**src/rtl/gpio_irq_pkg.sv**
```systemverilog
package gpio_irq_pkg;

  localparam int unsigned CW_W = 32;

  localparam int unsigned B_TRIG   = 0;
  localparam int unsigned B_POL_LO = 1;
  localparam int unsigned B_POL_HI = 2;
  localparam int unsigned B_EN     = 3;
  localparam int unsigned B_UNMASK = 4;
  localparam int unsigned B_OVAL   = 5;
  localparam int unsigned B_OE     = 6;
  localparam int unsigned B_LIVE   = 7;
  localparam int unsigned B_STS    = 8;
  localparam int unsigned B_WSTS   = 9;
  localparam int unsigned B_WEN    = 10;
  localparam int unsigned USED_BITS = B_WEN + 1;

  typedef enum logic [1:0] {
    POL_LOW  = 2'b00,
    POL_HIGH = 2'b01,
    POL_BOTH = 2'b10,
    POL_BAD  = 2'b11
  } pol_e;

  typedef struct packed {
    logic wake_en;
    logic out_en;
    logic out_val;
    logic unmask;
    logic irq_en;
    pol_e pol;
    logic trig_lvl;
  } cfg_t;

endpackage

```
**src/rtl/gpio_pin_sampler.sv**
```systemverilog
module gpio_pin_sampler (
  input  logic clk,
  input  logic rst_n,
  input  logic pin_in,
  output logic pin_q,
  output logic pin_prev
);

  logic primed;

  // The first sample after reset loads both stages, so no false edge.
  always_ff @(posedge clk or negedge rst_n) begin
    if (!rst_n) begin
      primed   <= 1'b0;
      pin_q    <= 1'b0;
      pin_prev <= 1'b0;
    end else begin
      primed   <= 1'b1;
      pin_q    <= pin_in;
      pin_prev <= primed ? pin_q : pin_in;
    end
  end

endmodule

```
**src/rtl/gpio_event_detect.sv**
```systemverilog
module gpio_event_detect
  import gpio_irq_pkg::*;
(
  input  logic pin_q,
  input  logic pin_prev,
  input  cfg_t cfg,
  output logic hit
);

  logic rise;
  logic fall;

  always_comb begin
    rise = pin_q & ~pin_prev;
    fall = ~pin_q & pin_prev;
    unique case (cfg.pol)
      POL_LOW:  hit = cfg.trig_lvl ? ~pin_q : fall;
      POL_HIGH: hit = cfg.trig_lvl ?  pin_q : rise;
      POL_BOTH: hit = cfg.trig_lvl ? 1'b0   : (rise | fall);
      default:  hit = 1'b0;
    endcase
  end

endmodule

```
**src/rtl/gpio_ctrl_word.sv**
```systemverilog
module gpio_ctrl_word
  import gpio_irq_pkg::*;
#(
  parameter int unsigned W = CW_W
) (
  input  logic         clk,
  input  logic         rst_n,
  input  logic         wr_en,
  input  logic [W-1:0] wr_data,
  input  logic         hit,
  output cfg_t         cfg,
  output logic         sts,
  output logic         wsts
);

  cfg_t cfg_wr;
  logic clr_sts;
  logic clr_wsts;
  logic unused_wr;

  always_comb begin
    cfg_wr.trig_lvl = wr_data[B_TRIG];
    cfg_wr.pol      = pol_e'(wr_data[B_POL_HI:B_POL_LO]);
    cfg_wr.irq_en   = wr_data[B_EN];
    cfg_wr.unmask   = wr_data[B_UNMASK];
    cfg_wr.out_val  = wr_data[B_OVAL];
    cfg_wr.out_en   = wr_data[B_OE];
    cfg_wr.wake_en  = wr_data[B_WEN];
    clr_sts         = wr_en & wr_data[B_STS];
    clr_wsts        = wr_en & wr_data[B_WSTS];
  end

  assign unused_wr = ^{wr_data[W-1:USED_BITS], wr_data[B_LIVE]};

  always_ff @(posedge clk or negedge rst_n) begin
    if (!rst_n) begin
      cfg  <= '0;
      sts  <= 1'b0;
      wsts <= 1'b0;
    end else begin
      if (wr_en) cfg <= cfg_wr;
      // A new event outranks a same-cycle clear.
      sts  <= (hit & cfg.irq_en)  | (sts  & ~clr_sts);
      wsts <= (hit & cfg.wake_en) | (wsts & ~clr_wsts);
    end
  end

endmodule

```
**src/rtl/gpio_irq_slice.sv**
```systemverilog
module gpio_irq_slice
  import gpio_irq_pkg::*;
#(
  parameter int unsigned WORD_W = CW_W
) (
  input  logic              clk,
  input  logic              rst_n,
  input  logic              wr_en,
  input  logic [WORD_W-1:0] wr_data,
  output logic [WORD_W-1:0] rd_data,
  input  logic              pin_in,
  output logic              pad_oe,
  output logic              pad_out,
  output logic              irq_req,
  output logic              wake_req
);

  logic pin_q;
  logic pin_prev;
  logic hit;
  logic sts;
  logic wsts;
  cfg_t cfg;

  gpio_pin_sampler u_sampler (
    .clk      (clk),
    .rst_n    (rst_n),
    .pin_in   (pin_in),
    .pin_q    (pin_q),
    .pin_prev (pin_prev)
  );

  gpio_event_detect u_detect (
    .pin_q    (pin_q),
    .pin_prev (pin_prev),
    .cfg      (cfg),
    .hit      (hit)
  );

  gpio_ctrl_word #(.W(WORD_W)) u_word (
    .clk     (clk),
    .rst_n   (rst_n),
    .wr_en   (wr_en),
    .wr_data (wr_data),
    .hit     (hit),
    .cfg     (cfg),
    .sts     (sts),
    .wsts    (wsts)
  );

  assign rd_data[USED_BITS-1:0] = {cfg.wake_en, wsts, sts, pin_q, cfg.out_en,
                                   cfg.out_val, cfg.unmask, cfg.irq_en,
                                   cfg.pol, cfg.trig_lvl};

  for (genvar gi = USED_BITS; gi < WORD_W; gi++) begin : g_rsvd
    assign rd_data[gi] = 1'b0;
  end

  assign pad_oe   = cfg.out_en;
  assign pad_out  = cfg.out_en & cfg.out_val;
  assign irq_req  = sts & cfg.irq_en & cfg.unmask;
  assign wake_req = wsts;

endmodule

```
**config.mk**
```make
export PLATFORM = sky130hd
export DESIGN_NAME = gpio_irq_slice
export DESIGN_NICKNAME = d
export VERILOG_FILES = /design/src/rtl/gpio_irq_pkg.sv /design/src/rtl/gpio_pin_sampler.sv /design/src/rtl/gpio_event_detect.sv /design/src/rtl/gpio_ctrl_word.sv /design/src/rtl/gpio_irq_slice.sv
export SDC_FILE = /design/constraint.sdc
export NUM_CORES = 1
export LEC_CHECK = 0
export ABC_AREA = 1
export BUFFER_PORTS_ARGS = -buffer_cell sky130_fd_sc_hd__buf_2
export CAP_MARGIN = 40
export CELL_PAD_IN_SITES_DETAIL_PLACEMENT = 0
export CELL_PAD_IN_SITES_GLOBAL_PLACEMENT = 1
export CORE_MARGIN = 5
export CORE_UTILIZATION = 25
export DETAILED_ROUTE_END_ITERATION = 8
export PLACE_DENSITY_LB_ADDON = 0.1
export SLEW_MARGIN = 40
export SYNTH_ARGS = -nofsm -noshare
export SYNTH_HDL_FRONTEND = slang
export SYNTH_SLANG_ARGS = --single-unit
```
**constraint.sdc**
```tcl
create_clock -name clk -period 2.05 [get_ports clk]
set_input_delay 0.5125 -clock clk [delete_from_list [all_inputs] [get_ports clk]]
set_output_delay 0.5125 -clock clk [all_outputs]
set_load 0.05 [all_outputs]
```
==> metrics.cfg, run 1 <==
[die]
start_util = 0.2558
die_y_um = 65.44
rows = 20
fp.dieW_um = 65.44
ios = 72
core-area_um2 = 3003
dieArea_um2 = 4282

[logic_synthesis]
synth_top_area_frac = 0.4235
synth_top_area_cell = dfrtp_1
ys_seq_area_frac = 0.4235
synth_fa_ha_area_frac = 0.03257
synth_top_family_by_area = buffers and inverters
ys_ff_latch = 13
synth_cells = 85
synth.distinct_cells = 13
netlist_area_um2 = 768.2
muxShareOfSynthArea = 0.08306
yosysWarnings = 0
avgSynthCellArea_um2 = 9.038
ys_top_cells_by_area = dfrtp_1 (42%), buf_4 (24%), nand2_1 (8.8%)
yosys.area_share.simple = 0.1319
synthXorXnorAreaFrac = 0
synth_compound_area_frac = 0.02606

[pwr]
powerDensity_nw_per_um2 = 925.7
leakagePower_uw = 0.0005011
totalPowerFinal_uw = 788.8
ir_drop_mv = 0.4291

[timing]
tns_ns = 0
fin_worst_skew_ns = 0.001862
hold_viol = 0
rsz0062_at_grt = no
drv_slew = 0
final.period_utilization = 0.7608
fmax_mhz = 641.2
setup_viol = 0
period_needed_ns = 1.560

[setup_path]
critPathKind = reg -> out
required_ns = 1.54
startpoint_type = register
end_kind = output pin
path_max_fanout = 4
arrival_ns = 1.05

[global_routing]
grt_pass1_vias = 505
grtUsageTotal = 0.06902
grt_max_degree = 14
grt_pass1_wl_mm = 2.201
antenna_found_initial = 0
grt_overflow = 0

[cells_and_area]
utilization = 0.2838
diodes = 0
area_growth_pct = 10.91
final_nets = 150
nFillCells = 338
final_cells = 144
final_cell_area_um2 = 852.1
drive_gt1_frac = 0.3243

[place]
gp_congestion = 0.6664
io_buffers = 28
dp.cells = 140
placed_area_um2 = 825.8
hpwl_mm = 1.141

[routing]
routed_wl_mm = 1.377
drtPass1Iterations = 3
drt-initial-drc-count = 4
post_drt_via_cell_ratio = 3.701
final_antenna_net_count = 0
num_vias = 533
drt-wirelength-per-cell_um = 9.563
drcViolationCount = 0

[clock_tree]
cts_resized = 0
cts_tree = built
cts.root.buffer_cell = clkbuf_4
cts_setup_buffers = 0
clock-sinks = 13
clk_latency_ns = 0.26
clkTransAtPathRegs_ns = 0.07
cts_hold_buffers = 0
clock_path_buffers = 2
cts-buffers-inserted = 3
cts_max_level = 1

[flow_run]
max_cap_viol_count = 0

[min_path]
hold_class = in -> async

[status]
outcome = finished, final reports clean

[critical path, stage by stage (launching register included)]
cell     delay [ns]
dfrtp_1        0.39
nand2_1        0.06
nor2_1         0.07
buf_2          0.26
[layout by cell type, fill, tap and decap left out, drive strengths merged]
cell,instances
buf,28
mux2,5
conb,22
inv,7
nand2,18
dfrtp,13
a21oi,1
o21ai,3
nor2,5
nand3,3
clkbuf,4
ha,2
[area by class of cell]
type	instances	area, um2	area share
clock buffers	4	26.28	0.03084
inverters	7	26.28	0.03084
multi-input cells	59	292.8	0.3436
flip-flops and latches	13	325.3	0.3818
well taps	33	41.29	0.04846
repair buffers	28	140.1	0.1645
[report_power, final]
group          internal [uW]  switching [uW]
logic                   61.0             270
registers                285            21.6
clock network           75.2            75.7
[registers in the layout, summed over array words and instances, names as in the netlist]
register,count
u_sampler.primed,1
u_word.cfg,8
u_word.wsts,1
u_word.sts,1
u_sampler.pin_q,1
u_sampler.pin_prev,1
[per-stage QoR]
stage	hold WS, ns	setup WS [ns]
after CTS	0.1221	0.4676
after detailed placement	0.4235	0.7800
after global routing	0.1325	0.3811
final	0.1210	0.4904
after floorplan	0.2169	0.1502
after global placement	0.4258	0.7704
[cell families after synthesis]
group,Yosys count
buffers and inverters,33
AND/OR/NAND/NOR,26
flip-flops,13
multiplexers,5
AO/OA/AOI/OAI,4
adder cells (fa/ha/maj),2
other,2
[synthesized netlist by cell type, drive strengths merged]
master	count
a21oi	1
buf	26
conb	2
dfrtp	13
ha	2
inv	7
mux2	5
nand2	18
nand3	3
nor2	5
o21ai	3
[metal layers]
| layer | GRT usage | part of all wire |
|---|---|---|
| met5 | 0 | 0 |
| met4 | 0.05440 | 0.014 |
| met2 | 0.1062 | 0.46 |
| met1 | 0.08017 | 0.42 |
| met3 | 0.01880 | 0.11 |
[worst paths after layout]
kind / end / startpoint / slack (ns) / cells past startpoint
max in group asynchronous: u_word.cfg[6] / rst_n / 1.70 / 1
worst min-delay path: u_word.cfg[3] / rst_n / 0.12 / 1
worst min register to register: u_sampler.pin_prev / u_sampler.primed / 0.44 / 1
worst max-delay path: irq_req / u_word.cfg[3] / 0.49 / 3
worst max register to register: u_word.sts / u_sampler.pin_q / 0.82 / 7
min in group clk: u_sampler.pin_q / pin_in / 0.36 / 1
(Power assumes the default switching activity.)
==> run 2, diff against run 1 <==
Settings changed: CORE_UTILIZATION 25 to 23.
Clock period 2.05 ns to 1.6 ns, I/O delays scaled along.
==> metrics.cfg, run 2 (synthesis gave the netlist of run 1 again) <==
[status]
outcome = finished, final reports clean

[die]
rows = 21  ; +5.0%
fp.dieW_um = 67.80  ; +3.6%
dieArea_um2 = 4596  ; +7.3%
die_y_um = 67.80  ; +3.6%
core-area_um2 = 3284  ; +9.4%
start_util = 0.2339  ; -0.02193
ios = 72  ; unchanged

[setup_path]
startpoint_type = register
required_ns = 1.20  ; -0.34 ns
critPathKind = reg -> out
end_kind = output pin
arrival_ns = 1.07  ; +0.02 ns
path_max_fanout = 4  ; unchanged

[pwr]
powerDensity_nw_per_um2 = 1173  ; +27%
ir_drop_mv = 0.4548  ; +6.0%
seqPwrFrac = 0.387  ; -0.002
internal_power_uw = 540.2  ; +28%
pwr-share-comb = 0.415  ; -0.005
p_clk_frac = 0.198  ; +0.007
power_switching_uw = 481.1  ; +31%
leakagePower_uw = 0.0005009  ; about the same
swShare = 0.4711  ; +0.005350

[routing]
routed_wl_mm = 1.447  ; +5.1%
drt-wirelength-per-cell_um = 9.217  ; -3.6%
drt-initial-drc-count = 1  ; -3
drcViolationCount = 0  ; unchanged
num_vias = 519  ; -2.6%
post_drt_via_cell_ratio = 3.306  ; -11%
drtPass1Iterations = 3  ; unchanged
final_antenna_net_count = 0  ; unchanged

[clock_tree]
cts_tree = built
cts.root.buffer_cell = clkbuf_4
clk_latency_ns = 0.27  ; about the same
cts-buffers-inserted = 3  ; unchanged
cts_setup_buffers = 0  ; unchanged
cts_max_level = 1  ; unchanged
cts_hold_buffers = 0  ; unchanged
clock_path_buffers = 2  ; unchanged
cts_resized = 0  ; unchanged
clock-sinks = 13  ; unchanged
clkTransAtPathRegs_ns = 0.08  ; about the same

[timing]
drv_slew = 0  ; unchanged
final.period_utilization = 0.9186
setup_slack_ns = 0.1303  ; -0.3601 ns
fmax_mhz = 680.4
period_needed_ns = 1.470
fin_worst_skew_ns = 0.001864  ; +0.000002110 ns
rsz0062_at_grt = no
tns_ns = 0  ; unchanged
hold_viol = 0  ; unchanged
setup_viol = 0  ; unchanged

[cells_and_area]
largest-register = u_word.cfg
area_growth_pct = 13.35
final_cell_mix = buf_2 (28), conb_1 (22), nand2_1 (18)
final_nets = 150  ; unchanged
drive_gt1_frac = 0.3333  ; +0.009009
diodes = 0  ; unchanged
final_common_cell = buf_2
largest_reg_flops = 8  ; unchanged

[place]
gp_congestion = 0.6148  ; -7.7%
io_buffers = 28  ; unchanged
hpwl_mm = 1.143  ; +0.16%
place_worst_setup_slack_ns = 0.3554  ; -0.4246 ns

[global_routing]
antenna_found_initial = 0  ; unchanged
grtUsageTotal = 0.06543  ; -0.003588
grt_overflow = 0  ; unchanged
grt_pass1_wl_mm = 2.194  ; -0.32%
grt_max_degree = 14  ; unchanged
grt_pass1_vias = 474  ; -6.1%

[flow_run]
max_cap_viol_count = 0  ; unchanged

[min_path]
hold_class = in -> async

run 2: per-stage QoR:
step	area [um2]	power (uW)	hold slack [ns]	cells	util
finish	870.8	1021	0.005590	157	0.2651
global placement	844.6	829.8	0.3092	153	0.2571
CTS	870.8	1043	0.002864	157	0.2651
detailed placement	844.6	829.0	0.3154	153	0.2571
global route	870.8	1086	0.02337	157	0.2651
floorplan	845.8	807.6	0.1044	105	-
run 2: critical path, stage by stage (launching register included):
cell	delay (ns)
dfrtp_1	0.39
nand2_1	0.08
nor2_2	0.07
buf_2	0.26
run 2: final timing paths:
path	slack (ns)	to	startpoint	depth (start not counted)
max	0.13	irq_req	u_word.cfg[3]	3
min	0.006	u_word.cfg[6]	rst_n	1
max reg2reg	0.38	u_word.sts	u_sampler.pin_q	7
min reg2reg	0.45	u_sampler.pin_prev	u_sampler.primed	1
max in group asynchronous	1.36	u_word.cfg[7]	rst_n	1
min in group clk	0.24	u_sampler.pin_q	pin_in	1
run 2: area by class of cell:
cell class | instances | area [um2]
Clock buffer | 4 | 26.28
Inverter | 7 | 26.28
Multi-Input combinational cell | 59 | 295.3
Timing Repair Buffer | 28 | 140.1
Fill cell | 378 | 2414
Sequential cell | 13 | 325.3
Tap cell | 46 | 57.56
run 2: power groups by stage:
stage	Combinational [uW]	Sequential (uW)	Clock [uW]
finish	424	395	202
floorplan	317	491	0
global route	453	402	231
detailed placement	428	401	0
global placement	428	402	0
CTS	428	396	219
run 2: routing by layer:
layer | vias to the layer above | GRT usage | wire length (um)
li1 | 262 | - | -
met3 | 0 | 0.02163 | 158
met4 | 0 | 0.03722 | 0
met2 | 28 | 0.09235 | 655
met5 | - | 0 | 0
met1 | 229 | 0.08626 | 633
==> run 3, diff against run 2 <==
==> constraint.sdc (replaced) <==
create_clock -name clk -period 1.6 [get_ports clk]
set_input_delay 0.24 -clock clk [delete_from_list [all_inputs] [get_ports clk]]
set_output_delay 0.24 -clock clk [all_outputs]
set_load 0.05 [all_outputs]
==> metrics.cfg, run 3 (synthesis gave the netlist of run 1 again) <==
[timing]
period_needed_ns = 1.307  ; -0.1632 ns
final.period_utilization = 0.8166  ; -0.1020
fmax_mhz = 765.4  ; +12%
setup_viol = 0  ; unchanged
holdWs_ns = 0.08370  ; +0.07811 ns
tns_ns = 0  ; unchanged
hold_viol = 0  ; unchanged
rsz0062_at_grt = no
setup_slack_ns = 0.2935  ; +0.1632 ns
drv_slew = 0  ; unchanged
fin_worst_skew_ns = 0.0005226  ; -0.001341 ns

[pwr]
p_clk_frac = 0.198  ; about the same
leakagePower_uw = 0.0005050  ; +0.83%
ir_drop_mv = 0.4575  ; +0.61%
pwr-share-comb = 0.416  ; about the same
seqPwrFrac = 0.386  ; about the same
internal_power_uw = 541.7  ; +0.29%
swShare = 0.4707  ; about the same
powerDensity_nw_per_um2 = 1162  ; -0.94%
power_switching_uw = 481.7  ; +0.11%

[routing]
drcViolationCount = 0  ; unchanged
drtPass1Iterations = 2  ; -1
wl_met2_um = 662  ; +1.1%
num_vias = 529  ; +1.9%
route.met3.wl_um = 159  ; +0.63%
routed_wl_mm = 1.446  ; about the same
wl_met1_um = 624  ; -1.4%
top_layer_used = met3
drt-initial-drc-count = 2  ; +1
final_antenna_net_count = 0  ; unchanged
drt-wirelength-per-cell_um = 9.152  ; -0.70%
post_drt_via_cell_ratio = 3.348  ; +1.3%

[cells_and_area]
area_growth_pct = 14.66
diodes = 0  ; unchanged
largest-register = u_word.cfg
nFillCells = 377  ; -0.26%
largest_reg_flops = 8  ; unchanged
final_common_cell = buf_2
final_cells = 158  ; +0.64%
final_cell_mix = buf_2 (28), conb_1 (22), nand2_1 (18)
drive_gt1_frac = 0.3304  ; -0.002976
final_nets = 151  ; +0.67%
utilization = 0.2682  ; +0.003047

[place]
dp.cells = 153  ; unchanged
gp_congestion = 0.6148  ; unchanged
hpwl_mm = 1.143  ; unchanged
place_worst_setup_slack_ns = 0.3554  ; unchanged
io_buffers = 28  ; unchanged

[global_routing]
grt_pass1_vias = 477  ; +0.63%
antenna_found_initial = 0  ; unchanged
grt_pass1_wl_mm = 2.187  ; -0.32%
grtUsageTotal = 0.06508  ; -0.0003444
grt_overflow = 0  ; unchanged
grt_max_degree = 14  ; unchanged

[clock_tree]
cts.root.buffer_cell = clkbuf_4
cts-buffers-inserted = 3  ; unchanged
cts_hold_buffers = 1  ; +1
clock-sinks = 13  ; unchanged
clock_path_buffers = 2  ; unchanged
cts_setup_buffers = 0  ; unchanged
cts_tree = built
cts_resized = 0  ; unchanged
clk_latency_ns = 0.27  ; about the same
clkTransAtPathRegs_ns = 0.08  ; about the same
cts_max_level = 1  ; unchanged

[die]
ios = 72  ; unchanged
core-area_um2 = 3284  ; unchanged
rows = 21  ; unchanged
start_util = 0.2339  ; unchanged
die_y_um = 67.80  ; unchanged
dieArea_um2 = 4596  ; unchanged
fp.dieW_um = 67.80  ; unchanged

[setup_path]
reg2reg_slack_ns = 0.38  ; about the same
arrival_ns = 1.07  ; about the same
end_kind = output pin
startpoint_type = register
path_max_fanout = 4  ; unchanged
critPathKind = reg -> out
rr_endpoint = u_word.sts
crit_chain = nand2_1 > nor2_2 > buf_2
cp_slowest_stage_delay_ns = 0.39  ; about the same
r2r-start = u_sampler.pin_q
ff2ff_path_depth = 7  ; unchanged
required_ns = 1.36  ; +0.16 ns
crit_slowest_cell = dfrtp_1

[min_path]
hp-start = pin_in
hold_class = in -> reg
hold_depth = 1
whs_endpoint = u_sampler.pin_q

[status]
outcome = finished, final reports clean

[flow_run]
max_cap_viol_count = 0  ; unchanged

## run 3: cell count changes in the layout (fill, tap and decap cells not counted), sizes merged
cell / previous run / this run
dlygate4sd3: 0 / 1
## run 3: final cells by class
type                       instances  area, um2  area share
clock buffer                       4      26.28     0.02983
inverter                           7      26.28     0.02983
multi-input combinational         59      295.3      0.3352
sequential                        13      325.3      0.3693
tap                               46      57.56     0.06534
timing repair buffer              29      150.1      0.1705
## run 3: how the worst max path moves through the flow
stage / endpoint / from / slack [ns]
floorplan: irq_req / u_word.cfg[3] / 0.17
CTS: irq_req / u_word.cfg[3] / 0.26
global placement: u_word.wsts / u_sampler.pin_q / 0.36
global route: irq_req / u_word.cfg[3] / 0.22
detailed placement: u_word.wsts / u_sampler.pin_q / 0.36
finish: irq_req / u_word.cfg[3] / 0.29
## run 3: worst max-delay path, delay by kind of cell (launching register included)
family	cells	cell delay (ns)
DFF	1	0.39
buffers and inverters	1	0.26
and+or+nand+nor	2	0.15
## run 3: power groups by stage
stage	logic (uW)	registers [uW]	clock network, uW
global placement	428	402	0
finish	426	395	203
CTS	430	396	219
detailed placement	428	401	0
floorplan	317	491	0
global route	455	402	231
## run 3: per-layer routing
metal | up-vias | global-route usage
met4 | 0 | 0.03722
met2 | 28 | 0.08870
met5 | - | 0
met1 | 235 | 0.08826
met3 | 0 | 0.02163
li1 | 266 | -
## run 3: through the flow
step	instance area [um2]	total power [uW]
after global routing	880.8	1088
after detailed placement	844.6	829.0
final	880.8	1023
after CTS	880.8	1045
after floorplan	845.8	807.6
after global placement	844.6	829.8
